==> config.mk <==
export PLATFORM = sky130hd
export DESIGN_NAME = decodeScoreboard
export DESIGN_NICKNAME = d
export VERILOG_FILES = /design/src/rtl/decodePkg.sv /design/src/rtl/decodeDatapath.sv /design/src/rtl/decodeControl.sv /design/src/rtl/decodeScoreboard.sv
export SDC_FILE = /design/constraint.sdc
export NUM_CORES = 1
export LEC_CHECK = 0
export BUFFER_PORTS_ARGS = -buffer_cell sky130_fd_sc_hd__buf_2
export CORE_UTILIZATION = 60
export CTS_CLUSTER_DIAMETER = 40
export DETAILED_ROUTE_END_ITERATION = 8
export PLACE_DENSITY = 0.93
export SLEW_MARGIN = 20
export SYNTH_ARGS = -nofsm -noshare
export SYNTH_HDL_FRONTEND = slang
export SYNTH_HIERARCHICAL = 1
export SYNTH_SLANG_ARGS = --single-unit
==> constraint.sdc <==
create_clock -name clk -period 5.26 [get_ports clk]
set_input_delay 1.052 -clock clk [delete_from_list [all_inputs] [get_ports clk]]
set_output_delay 1.052 -clock clk [all_outputs]
set_load 0.1 [all_outputs]
==> src/rtl/decodePkg.sv <==
package decodePkg;

  typedef enum logic [1:0] {
    TY_REG = 2'b00,
    TY_IMM = 2'b01,
    TY_JMP = 2'b10,
    TY_BAD = 2'b11
  } instrClass_e;

  // Strobes from control to datapath
  typedef struct packed {
    logic load;   // capture a new word into the slot
    logic issue;  // held instruction leaves the slot
    logic push;   // destination is appended to the pending queue
  } decStrobe_t;

endpackage

==> src/rtl/decodeDatapath.sv <==
module decodeDatapath
  import decodePkg::*;
#(
  parameter int WORD_W = 32,
  parameter int REG_W  = 5
) (
  input  logic              clk,
  input  logic              rstN,
  input  logic [WORD_W-1:0] inWord,
  input  logic              inStore,
  input  logic              inNop,
  input  decStrobe_t        strb,
  output logic              curValid,
  output logic              curNop,
  output logic [REG_W-1:0]  srcA,
  output logic [REG_W-1:0]  srcB,
  output logic              useA,
  output logic              useB,
  output logic [REG_W-1:0]  dst,
  output logic              useDst,
  output logic [1:0]        decType,
  output logic [WORD_W-1:0] decS1,
  output logic [WORD_W-1:0] decS2,
  output logic [WORD_W-1:0] decS3
);

  localparam int PAY_W   = WORD_W - 2;
  localparam int IMM_I_W = PAY_W - 2 * REG_W;
  localparam int IMM_J_W = PAY_W - REG_W;

  logic [WORD_W-1:0] curWord;
  logic              curStore;

  always_ff @(posedge clk) begin
    if (!rstN) begin
      curValid <= 1'b0;
      curWord  <= '0;
      curStore <= 1'b0;
      curNop   <= 1'b0;
    end else if (strb.load) begin
      curValid <= 1'b1;
      curWord  <= inWord;
      curStore <= inStore;
      curNop   <= inNop;
    end else if (strb.issue) begin
      curValid <= 1'b0;
    end
  end

  logic [PAY_W-1:0]   payload;
  logic [REG_W-1:0]   fieldA, fieldB, fieldC;
  logic [IMM_I_W-1:0] immI;
  logic [IMM_J_W-1:0] immJ;
  instrClass_e        cls;

  assign payload = curWord[WORD_W-1:2];
  assign cls     = instrClass_e'(curWord[1:0]);
  assign fieldA  = payload[REG_W-1:0];
  assign fieldB  = payload[2*REG_W-1:REG_W];
  assign fieldC  = payload[3*REG_W-1:2*REG_W];
  assign immI    = payload[PAY_W-1:2*REG_W];
  assign immJ    = payload[PAY_W-1:REG_W];
  assign decType = curWord[1:0];

  always_comb begin
    decS1  = '0;
    decS2  = '0;
    decS3  = '0;
    srcA   = fieldA;
    srcB   = fieldB;
    useA   = 1'b0;
    useB   = 1'b0;
    dst    = fieldB;
    useDst = 1'b0;
    if (!curNop) begin
      unique case (cls)
        TY_REG: begin
          decS1  = {{(WORD_W-REG_W){1'b0}}, fieldA};
          decS2  = {{(WORD_W-REG_W){1'b0}}, fieldB};
          decS3  = {{(WORD_W-REG_W){1'b0}}, fieldC};
          useA   = 1'b1;
          useB   = 1'b1;
          dst    = fieldC;
          useDst = 1'b1;
        end
        TY_IMM: begin
          decS1  = {{(WORD_W-REG_W){1'b0}}, fieldA};
          decS2  = {{(WORD_W-REG_W){1'b0}}, fieldB};
          decS3  = {{(WORD_W-IMM_I_W){immI[IMM_I_W-1]}}, immI};
          useA   = 1'b1;
          useB   = curStore;
          dst    = fieldB;
          useDst = !curStore;
        end
        TY_JMP: begin
          decS1 = {{(WORD_W-REG_W){1'b0}}, fieldA};
          decS2 = {{(WORD_W-IMM_J_W){immJ[IMM_J_W-1]}}, immJ};
          useA  = 1'b1;
        end
        default: begin
        end
      endcase
    end
  end

  // a blocked instruction stays in the slot untouched
  a_r6_slot_held: assert property (@(posedge clk) disable iff (!rstN)
    (curValid && !strb.issue) |=> (curValid && $stable(curWord) && $stable(curStore)));

  // a load always leaves the slot occupied
  a_r11_load_fills: assert property (@(posedge clk) disable iff (!rstN)
    strb.load |=> curValid);

endmodule

==> src/rtl/decodeControl.sv <==
module decodeControl
  import decodePkg::*;
#(
  parameter int REG_W = 5,
  parameter int DEPTH = 8
) (
  input  logic             clk,
  input  logic             rstN,
  input  logic             inValid,
  input  logic             wbPop,
  input  logic             curValid,
  input  logic             curNop,
  input  logic [REG_W-1:0] srcA,
  input  logic [REG_W-1:0] srcB,
  input  logic             useA,
  input  logic             useB,
  input  logic [REG_W-1:0] dst,
  input  logic             useDst,
  output decStrobe_t       strb,
  output logic             stall,
  output logic             inReady,
  output logic [REG_W-1:0] pendHead,
  output logic [$clog2(DEPTH):0] pendCount
);

  localparam int PTR_W = $clog2(DEPTH);
  localparam int CNT_W = PTR_W + 1;
  localparam logic [CNT_W-1:0] DEPTH_X = CNT_W'(DEPTH);
  localparam logic [PTR_W-1:0] LAST    = PTR_W'(DEPTH - 1);

  logic [REG_W-1:0] qMem [DEPTH];
  logic [PTR_W-1:0] head, tail;
  logic [CNT_W-1:0] count;

  logic [DEPTH-1:0] hitA, hitB;

  for (genvar g = 0; g < DEPTH; g++) begin : gSlot
    logic [CNT_W-1:0] rawOff, offset;
    logic             live;
    assign rawOff  = CNT_W'(g) + DEPTH_X - {1'b0, head};
    assign offset  = (rawOff >= DEPTH_X) ? rawOff - DEPTH_X : rawOff;
    assign live    = offset < count;
    assign hitA[g] = live && (qMem[g] == srcA);
    assign hitB[g] = live && (qMem[g] == srcB);
  end

  logic queueFull, hazard, popOk;

  assign queueFull = (count == DEPTH_X);
  assign hazard    = (useA && |hitA) || (useB && |hitB) || (useDst && queueFull);
  assign stall     = curValid && !curNop && hazard;
  assign strb.issue = curValid && !stall;
  assign inReady   = !curValid || strb.issue;
  assign strb.load = inValid && inReady;
  assign strb.push = strb.issue && useDst;
  assign popOk     = wbPop && (count != '0);

  always_ff @(posedge clk) begin
    if (!rstN) begin
      head  <= '0;
      tail  <= '0;
      count <= '0;
      for (int i = 0; i < DEPTH; i++) qMem[i] <= '0;
    end else begin
      if (strb.push) begin
        qMem[tail] <= dst;
        tail       <= (tail == LAST) ? '0 : tail + 1'b1;
      end
      if (popOk) head <= (head == LAST) ? '0 : head + 1'b1;
      count <= count + CNT_W'(strb.push) - CNT_W'(popOk);
    end
  end

  assign pendHead  = qMem[head];
  assign pendCount = count;

  // occupancy never exceeds capacity
  a_r7_count_bound: assert property (@(posedge clk) disable iff (!rstN)
    pendCount <= DEPTH_X);

  // a lone pop removes exactly one entry
  a_r7_pop_shrinks: assert property (@(posedge clk) disable iff (!rstN)
    (wbPop && pendCount != '0 && !strb.push) |=> (pendCount == $past(pendCount) - 1'b1));

  // nothing is appended to a full queue
  a_r8_no_push_full: assert property (@(posedge clk) disable iff (!rstN)
    (pendCount == DEPTH_X) |-> !strb.push);

  // a no-operation never waits
  a_r9_nop_flows: assert property (@(posedge clk) disable iff (!rstN)
    (curValid && curNop) |-> (strb.issue && !strb.push));

endmodule

==> src/rtl/decodeScoreboard.sv <==
module decodeScoreboard
  import decodePkg::*;
#(
  parameter int WORD_W = 32,
  parameter int REG_W  = 5,
  parameter int DEPTH  = 8
) (
  input  logic              clk,
  input  logic              rstN,
  input  logic              inValid,
  input  logic [WORD_W-1:0] inWord,
  input  logic              inStore,
  input  logic              inNop,
  output logic              inReady,
  output logic              stall,
  output logic              decValid,
  output logic [1:0]        decType,
  output logic              decNop,
  output logic [WORD_W-1:0] decS1,
  output logic [WORD_W-1:0] decS2,
  output logic [WORD_W-1:0] decS3,
  input  logic              wbPop,
  output logic [REG_W-1:0]  pendHead,
  output logic [$clog2(DEPTH):0] pendCount
);

  decStrobe_t       strb;
  logic             curValid, curNop;
  logic [REG_W-1:0] srcA, srcB, dst;
  logic             useA, useB, useDst;

  decodeDatapath #(.WORD_W(WORD_W), .REG_W(REG_W)) uData (
    .clk(clk), .rstN(rstN), .inWord(inWord), .inStore(inStore), .inNop(inNop),
    .strb(strb), .curValid(curValid), .curNop(curNop),
    .srcA(srcA), .srcB(srcB), .useA(useA), .useB(useB),
    .dst(dst), .useDst(useDst), .decType(decType),
    .decS1(decS1), .decS2(decS2), .decS3(decS3)
  );

  decodeControl #(.REG_W(REG_W), .DEPTH(DEPTH)) uCtrl (
    .clk(clk), .rstN(rstN), .inValid(inValid), .wbPop(wbPop),
    .curValid(curValid), .curNop(curNop),
    .srcA(srcA), .srcB(srcB), .useA(useA), .useB(useB),
    .dst(dst), .useDst(useDst), .strb(strb), .stall(stall),
    .inReady(inReady), .pendHead(pendHead), .pendCount(pendCount)
  );

  assign decValid = strb.issue;
  assign decNop   = curValid && curNop;

endmodule

Word level (Yosys, flattened, before mapping). Memories as Yosys holds them, arrays and structs flattened. A register that Yosys moved wholly into a read port is not among the register bits. Cells that the tools add are included.

Bits in writable memories: 40. Bits in registers: 45. Word-level logic and storage cells: 141. Memories: 1. Input bits: 38.

Equal/unequal tests: 21. Multiplexer cells: 35. $lt $le $gt $ge: 16. Reductions and logical operators: 41. $add $sub $neg: 20.

Memories: uCtrl.qMem (words 8, bits a word 5, read ports 9, clocked after memory_dff 1, wr ports 8, line decodeControl.sv:31) `logic [REG_W-1:0] qMem [DEPTH];`.

Operators with widths (number): $pmux 32 s2 (2); $mux 32 (3); $eq 5x5->1 (16); $ge 4x4->1 const B (8); $lt 4x4->1 (8); $mux 4 (8); $sub 4x3->4 const A (8); $sub 4x4->4 const B (8); $logic_and 1x1->1 (26); $mux 5 (4); $reduce_or 8->1 (2); $mux 3 (5); $mux 1 (11); $add 3x1->3 const B (2); $eq 3x3->1 const B (2); $reduce_or 5->1 (1); $add 4x1->4 (1); $eq 4x4->1 const B (1); $logic_not 1->1 (4); $pmux 1 s2 (2); $reduce_bool 4->1 (1); $sub 4x1->4 (1); $logic_or 1x1->1 (3); $reduce_or 3->1 (1); 5 further kinds (5).

Logic depth before layout (Yosys ltp).
Depth after elaboration: 18. Depth in mapped cells: 20. Depth with buffers taken out: 19.

Hierarchy. The synthesis kept the hierarchy.

By module, submodules not included: decodeControl (times used 1, cells an instance 405, area an instance 4230.3 µm², sequential area each 1461.4 µm²); decodeDatapath (times used 1, cells an instance 238, area an instance 2239.6 µm², sequential area each 700.7 µm²); decodeScoreboard (times used 1, cells an instance 1, area an instance 6.3 µm², sequential area each 0.0 µm²).

Worst setup path before layout. OpenSTA, ideal clock, no wires.

Path kind: reg2out. Start: reg uCtrl.count[1], in the netlist uCtrl/pendCount[1]. End: out decValid. Arrival: 4.041 ns. Slack: 0.167 ns. Required time: 4.208 ns. Path buffers: 0. Stages on the path, launching flop included: 10. Cell sequence: dfxtp_1 inv_1 ha_1 a21oi_1 o211ai_1 a31oi_1 nand4_1 o41ai_2 o21ai_0 nor2_1.

Longest elaborated chain between the ends: 9. Elaborated cells on any way between the ends: 35. Classes of those cells: order compare (8); eq/ne (1); reduce/logical (26).

RTL lines: start: declaration (line decodeControl.sv:33) `logic [CNT_W-1:0] count;`; start signal: assignment (line decodeControl.sv:70) `count <= count + CNT_W'(strb.push) - CNT_W'(popOk);`; $lt 4x4->1 (line decodeControl.sv:42) `assign live = offset < count;`; $logic_and 1x1->1, on equally long branches (line decodeControl.sv:43, decodeControl.sv:44); $reduce_or 8->1 (line decodeControl.sv:50) `assign hazard = (useA && |hitA) || (useB && |hitB) || (useDst && queueFull);`; $logic_and 1x1->1 (line decodeControl.sv:50); $logic_or 1x1->1 (line decodeControl.sv:50); $logic_or 1x1->1 * (line decodeControl.sv:50); $logic_and 1x1->1 * (line decodeControl.sv:51) `assign stall = curValid && !curNop && hazard;`; $logic_not 1->1 * (line decodeControl.sv:52) `assign strb.issue = curValid && !stall;`; $logic_and 1x1->1 * (line decodeControl.sv:52); end: declaration (line decodeScoreboard.sv:16) `output logic decValid,`.

Mark *: on every way between the ends. The rest lies on a longest branch, timed or not.

Final worst setup path.
Start: reg uCtrl.head[1]. End: out stall.

Longest elaborated chain between the ends: 10. Elaborated cells on any way between the ends: 63. Classes of those cells: add/sub (16); order compare (16); mux (8); reduce/logical (23).

RTL lines: start: declaration (line decodeControl.sv:32) `logic [PTR_W-1:0] head, tail;`; start signal: assignment (line decodeControl.sv:69) `if (popOk) head <= (head == LAST) ? '0 : head + 1'b1;`; $sub 4x3->4 (line decodeControl.sv:40) `assign rawOff = CNT_W'(g) + DEPTH_X - {1'b0, head};`; $sub 4x4->4 or $ge 4x4->1 (tied branches) (line decodeControl.sv:41) `assign offset = (rawOff >= DEPTH_X) ? rawOff - DEPTH_X : rawOff;`; $mux 4 (line decodeControl.sv:41); $lt 4x4->1 (line decodeControl.sv:42); $logic_and 1x1->1, on equally long branches (line decodeControl.sv:43, decodeControl.sv:44); $reduce_or 8->1 (line decodeControl.sv:50); $logic_and 1x1->1 (line decodeControl.sv:50); $logic_or 1x1->1 * (2 in series) (line decodeControl.sv:50); $logic_and 1x1->1 * (line decodeControl.sv:51); end: declaration (line decodeScoreboard.sv:15) `output logic stall,`.

Marked as above.

==> impl_metrics.env <==
export IMPL_status="finished clean"
export IMPL_gp_congestion=0.903
export IMPL_cts_htree_levels=3
export IMPL_post_cts_hold_buffer_count=0
export IMPL_hold_class="reg -> reg"
export IMPL_synth_most_common_cell="sky130_fd_sc_hd__buf_4"
export IMPL_setup_worst_path_start_class="flip-flop"
export IMPL_use_met2_pct=48.3
export IMPL_path_buf_inv=3
export IMPL_cp_cell_sequence="inv_1 > ha_1 > xor2_1 > inv_1 > ha_1 > o21a_1 > nor2_1 > o2111ai_1 > o31ai_1 > nor4_1 > o21ai_0 > and2_1 > buf_2"
export IMPL_postSynthRegisterBits=88
export IMPL_synth_edff_count=40
export IMPL_core_area_sq_mm=0.0104
export IMPL_floorplan_die_area_sq_mm=0.0112
export IMPL_tritoncts_num_buffers=9
export IMPL_cts_tree="built"
export IMPL_synthesis_area_per_instance_sq_um=10.1
export IMPL_fin_ws_ns=0.350
export IMPL_insertedDiodeCount=0
export IMPL_worstPathMaxFanout=7
export IMPL_clock_pin_slew_on_the_worst_setup_and_hold_paths_ns=0.09
export IMPL_irDropWorstVdd_v=0.000383
export IMPL_grt_overflow_total=0
export IMPL_timing_worst_setup_path_type="reg -> out"
export IMPL_floorplan_rows=37
export IMPL_synthesis_instances=644
export IMPL_post_synthesis_sequential_area_ratio_pct=33.4
export IMPL_route_antenna_remaining_nets=0
export IMPL_cts_resized=0
export IMPL_detail_route_iter0_violations=401
export IMPL_synth_ff_type="sky130_fd_sc_hd__dfxtp_1"
export IMPL_unrepaired_setup_endpoints_after_global_routing="no"
export IMPL_share_of_synthesized_flip_flops_with_an_asynchronous_set_or_reset_pct=0
export IMPL_dieWidth_microns=106
export IMPL_start_util_pct=62.2
export IMPL_total_vias_in_the_final_route=4892
export IMPL_final_fill_count=766
export IMPL_grt_use_met1_pct=35.3
export IMPL_fin_skew_ns=0.0117
export IMPL_area_taken_by_multi_input_logic_gates_sq_mm=0.00373
export IMPL_finalCritPeriodShare_pct=93.3
export IMPL_synth_area_sq_mm=0.00648
export IMPL_die_height_microns=106
export IMPL_via_count_of_the_first_global_routing_pass=4791
export IMPL_wire_per_inst_microns=18.4
export IMPL_totalNegativeSetupSlack_ns=0
export IMPL_globalRoute_busiestLayer="met2"
export IMPL_end_kind="primary output"
export IMPL_grt_max_degree=53
export IMPL_synthDominantCellAreaShare_pct=18.5
export IMPL_crit_path_max_incr_delay_ns=0.55
export IMPL_worst_ep_required_time_ns=4.21
export IMPL_dpl_cell_count=841
export IMPL_track_usage_pct=28.5
export IMPL_finalWirelength_microns=15700
export IMPL_drv_slew=0
export IMPL_num_nets_final=792
export IMPL_timing_critical_path_slowest_stage_cell="sky130_fd_sc_hd__o21ai_0"
export IMPL_finalHoldViolCount=0
export IMPL_post_route_cells_drive_above_1_share_pct=25.9
export IMPL_netlist_cell_type_count=52
export IMPL_numClockSinks=88
export IMPL_detail_route_drc_violations=0
export IMPL_cap_violations=0
export IMPL_grt_first_pass_wirelength_microns=24800
export IMPL_cts_repair_timing_setup_buffer_count=0
export IMPL_synth_largest_area_cell="sky130_fd_sc_hd__edfxtp_1"
export IMPL_place_detailed_hpwl_microns=11800
export IMPL_synth_top_cells_by_area="sky130_fd_sc_hd__edfxtp_1 (19%), sky130_fd_sc_hd__dfxtp_1 (15%), sky130_fd_sc_hd__buf_4 (7.7%)"
export IMPL_insertion_delay_ns=0.37
export IMPL_critPathArrivalTime_ns=3.86
export IMPL_register_area_sq_mm=0.00216
export IMPL_power_density_mw_per_mm2=417
export IMPL_post_synth_most_frequent_cells="sky130_fd_sc_hd__buf_4 (66), sky130_fd_sc_hd__xor2_1 (53), sky130_fd_sc_hd__dfxtp_1 (48)"
export IMPL_area_growth_syn_to_layout_pct=7.73
export IMPL_drt_pass1_iter_count=4
export IMPL_cts_root_buffer_cell="sky130_fd_sc_hd__clkbuf_8"
export IMPL_fmax_mhz=204
export IMPL_clock_path_buffers=2
export IMPL_worstMarginPinSlew_ns=0.996
export IMPL_ioPinCount=149
export IMPL_yosys_warnings=6
export IMPL_layoutNonFillerInstCount=857
export IMPL_antenna_found_initial=0
export IMPL_final_setup_viol_count=0
export IMPL_fin_crit_ns=4.91
export IMPL_critical_path_top_delay_family="compound AO/OA/AOI/OAI gates"
export IMPL_numPortBuffers=121
export IMPL_total_leakage_power_uw=0.00343
export IMPL_via_per_inst=5.71
export IMPL_maxSlewHeadroom_pct=33.3
export IMPL_globalRouteMet3Util_pct=3.80
export IMPL_post_place_ws_ns=0.887
-- cells by family after synthesis --
| logic type | after synthesis | synth area share, % |
|---|---|---|
| simple gates | 210 | 19.4 |
| buf+inv | 111 | 10.8 |
| flops | 88 | 33.4 |
| xor+xnor | 86 | 11.6 |
| mux | 57 | 10.9 |
| compound gates | 52 | 6.24 |
| fa+ha+maj | 38 | 7.46 |
| other cells | 2 | 0.116 |
-- worst paths after layout --
| path | start | end | slack [ns] | depth (start not counted) |
|---|---|---|---|---|
| setup / recovery | uCtrl/head[1] | stall | 0.35 | 13 |
| hold / removal | uData/curWord[19] | uData/curWord[19] | 0.55 | 2 |
| setup reg to reg | uCtrl/head[1] | uCtrl/pendCount[2] | 0.85 | 19 |
| hold reg to reg | uData/curWord[19] | uData/curWord[19] | 0.55 | 2 |
-- stage by stage --
stage | instance area (sq um) | power (uW) | hold WS [ns] | utilization [%]
2_1_floorplan | 6590 | 2180 | 0.488 | -
4_1_cts | 6980 | 2900 | 0.543 | 67.0
5_1_grt | 6980 | 3040 | 0.565 | 67.0
6_report | 6980 | 2910 | 0.546 | 67.0
3_5_place_dp | 6760 | 2400 | 0.522 | 64.9
3_3_place_gp | 6760 | 2340 | 0.504 | 64.9
-- sequential cells by signal (all words and copies together), names as in the netlist, named ones only --
register / cells
uCtrl/head: 3
uCtrl/tail: 3
uData/curNop: 1
uData/curValid: 1
uCtrl/pendCount: 4
uData/curStore: 1
uCtrl/qMem: 40
uData/curWord: 32
-- power breakdown --
part / total [uW] / switching (uW) / internal (uW)
Clock: 499 / 246 / 254
Sequential: 936 / 148 / 788
Combinational: 1470 / 1040 / 438
-- final cells by class --
class	count	area share [%]
Clock buffer	11	2.21
Clock inverter	5	0.897
Inverter	20	1.08
Multi-Input combinational cell	474	53.5
Sequential cell	88	31.0
Tap cell	136	2.44
Timing Repair Buffer	123	8.90
-- layout by cell type, fill, tap and decap left out, types with 11 or more instances in the layout --
| master | Yosys | layout |
|---|---|---|
| sky130_fd_sc_hd__mux2i_1 | 37 | 37 |
| sky130_fd_sc_hd__buf_2 | 10 | 121 |
| sky130_fd_sc_hd__conb_1 | 2 | 31 |
| sky130_fd_sc_hd__edfxtp_1 | 40 | 40 |
| sky130_fd_sc_hd__nor2_1 | 25 | 25 |
| sky130_fd_sc_hd__inv_1 | 20 | 20 |
| sky130_fd_sc_hd__nor3_1 | 13 | 13 |
| sky130_fd_sc_hd__nand2_1 | 13 | 13 |
| sky130_fd_sc_hd__xor2_1 | 53 | 53 |
| sky130_fd_sc_hd__nor2b_1 | 36 | 36 |
| sky130_fd_sc_hd__and2_2 | 19 | 19 |
| sky130_fd_sc_hd__a21oi_1 | 11 | 11 |
| sky130_fd_sc_hd__ha_1 | 37 | 37 |
| sky130_fd_sc_hd__and2_1 | 36 | 36 |
| sky130_fd_sc_hd__dfxtp_1 | 48 | 48 |
| sky130_fd_sc_hd__xnor2_1 | 33 | 33 |
| sky130_fd_sc_hd__and3_1 | 41 | 41 |
-- per-layer routing --
layer	wire [microns]	share of wire [%]
met1	6360	40
met2	7870	50
met3	909	5.8
met4	611	3.9
met5	0	0
-- worst register-to-register path: stages (launching register included) --
cell and delay [ns]:
sky130_fd_sc_hd__dfxtp_1 0.47, sky130_fd_sc_hd__inv_1 0.17, sky130_fd_sc_hd__ha_1 0.22, sky130_fd_sc_hd__xor2_1 0.21, sky130_fd_sc_hd__inv_1 0.09, sky130_fd_sc_hd__ha_1 0.28
sky130_fd_sc_hd__o21a_1 0.11, sky130_fd_sc_hd__nor2_1 0.05, sky130_fd_sc_hd__o211ai_1 0.16, sky130_fd_sc_hd__nand4_1 0.17, sky130_fd_sc_hd__o41ai_2 0.43, sky130_fd_sc_hd__o2111a_2 0.25
sky130_fd_sc_hd__buf_4 0.37, sky130_fd_sc_hd__inv_1 0.13, sky130_fd_sc_hd__ha_1 0.30, sky130_fd_sc_hd__inv_1 0.04, sky130_fd_sc_hd__ha_1 0.20, sky130_fd_sc_hd__fa_1 0.40
sky130_fd_sc_hd__xnor2_1 0.20, sky130_fd_sc_hd__nor2_1 0.06
Note: power is estimated with default switching activity, not from simulation.
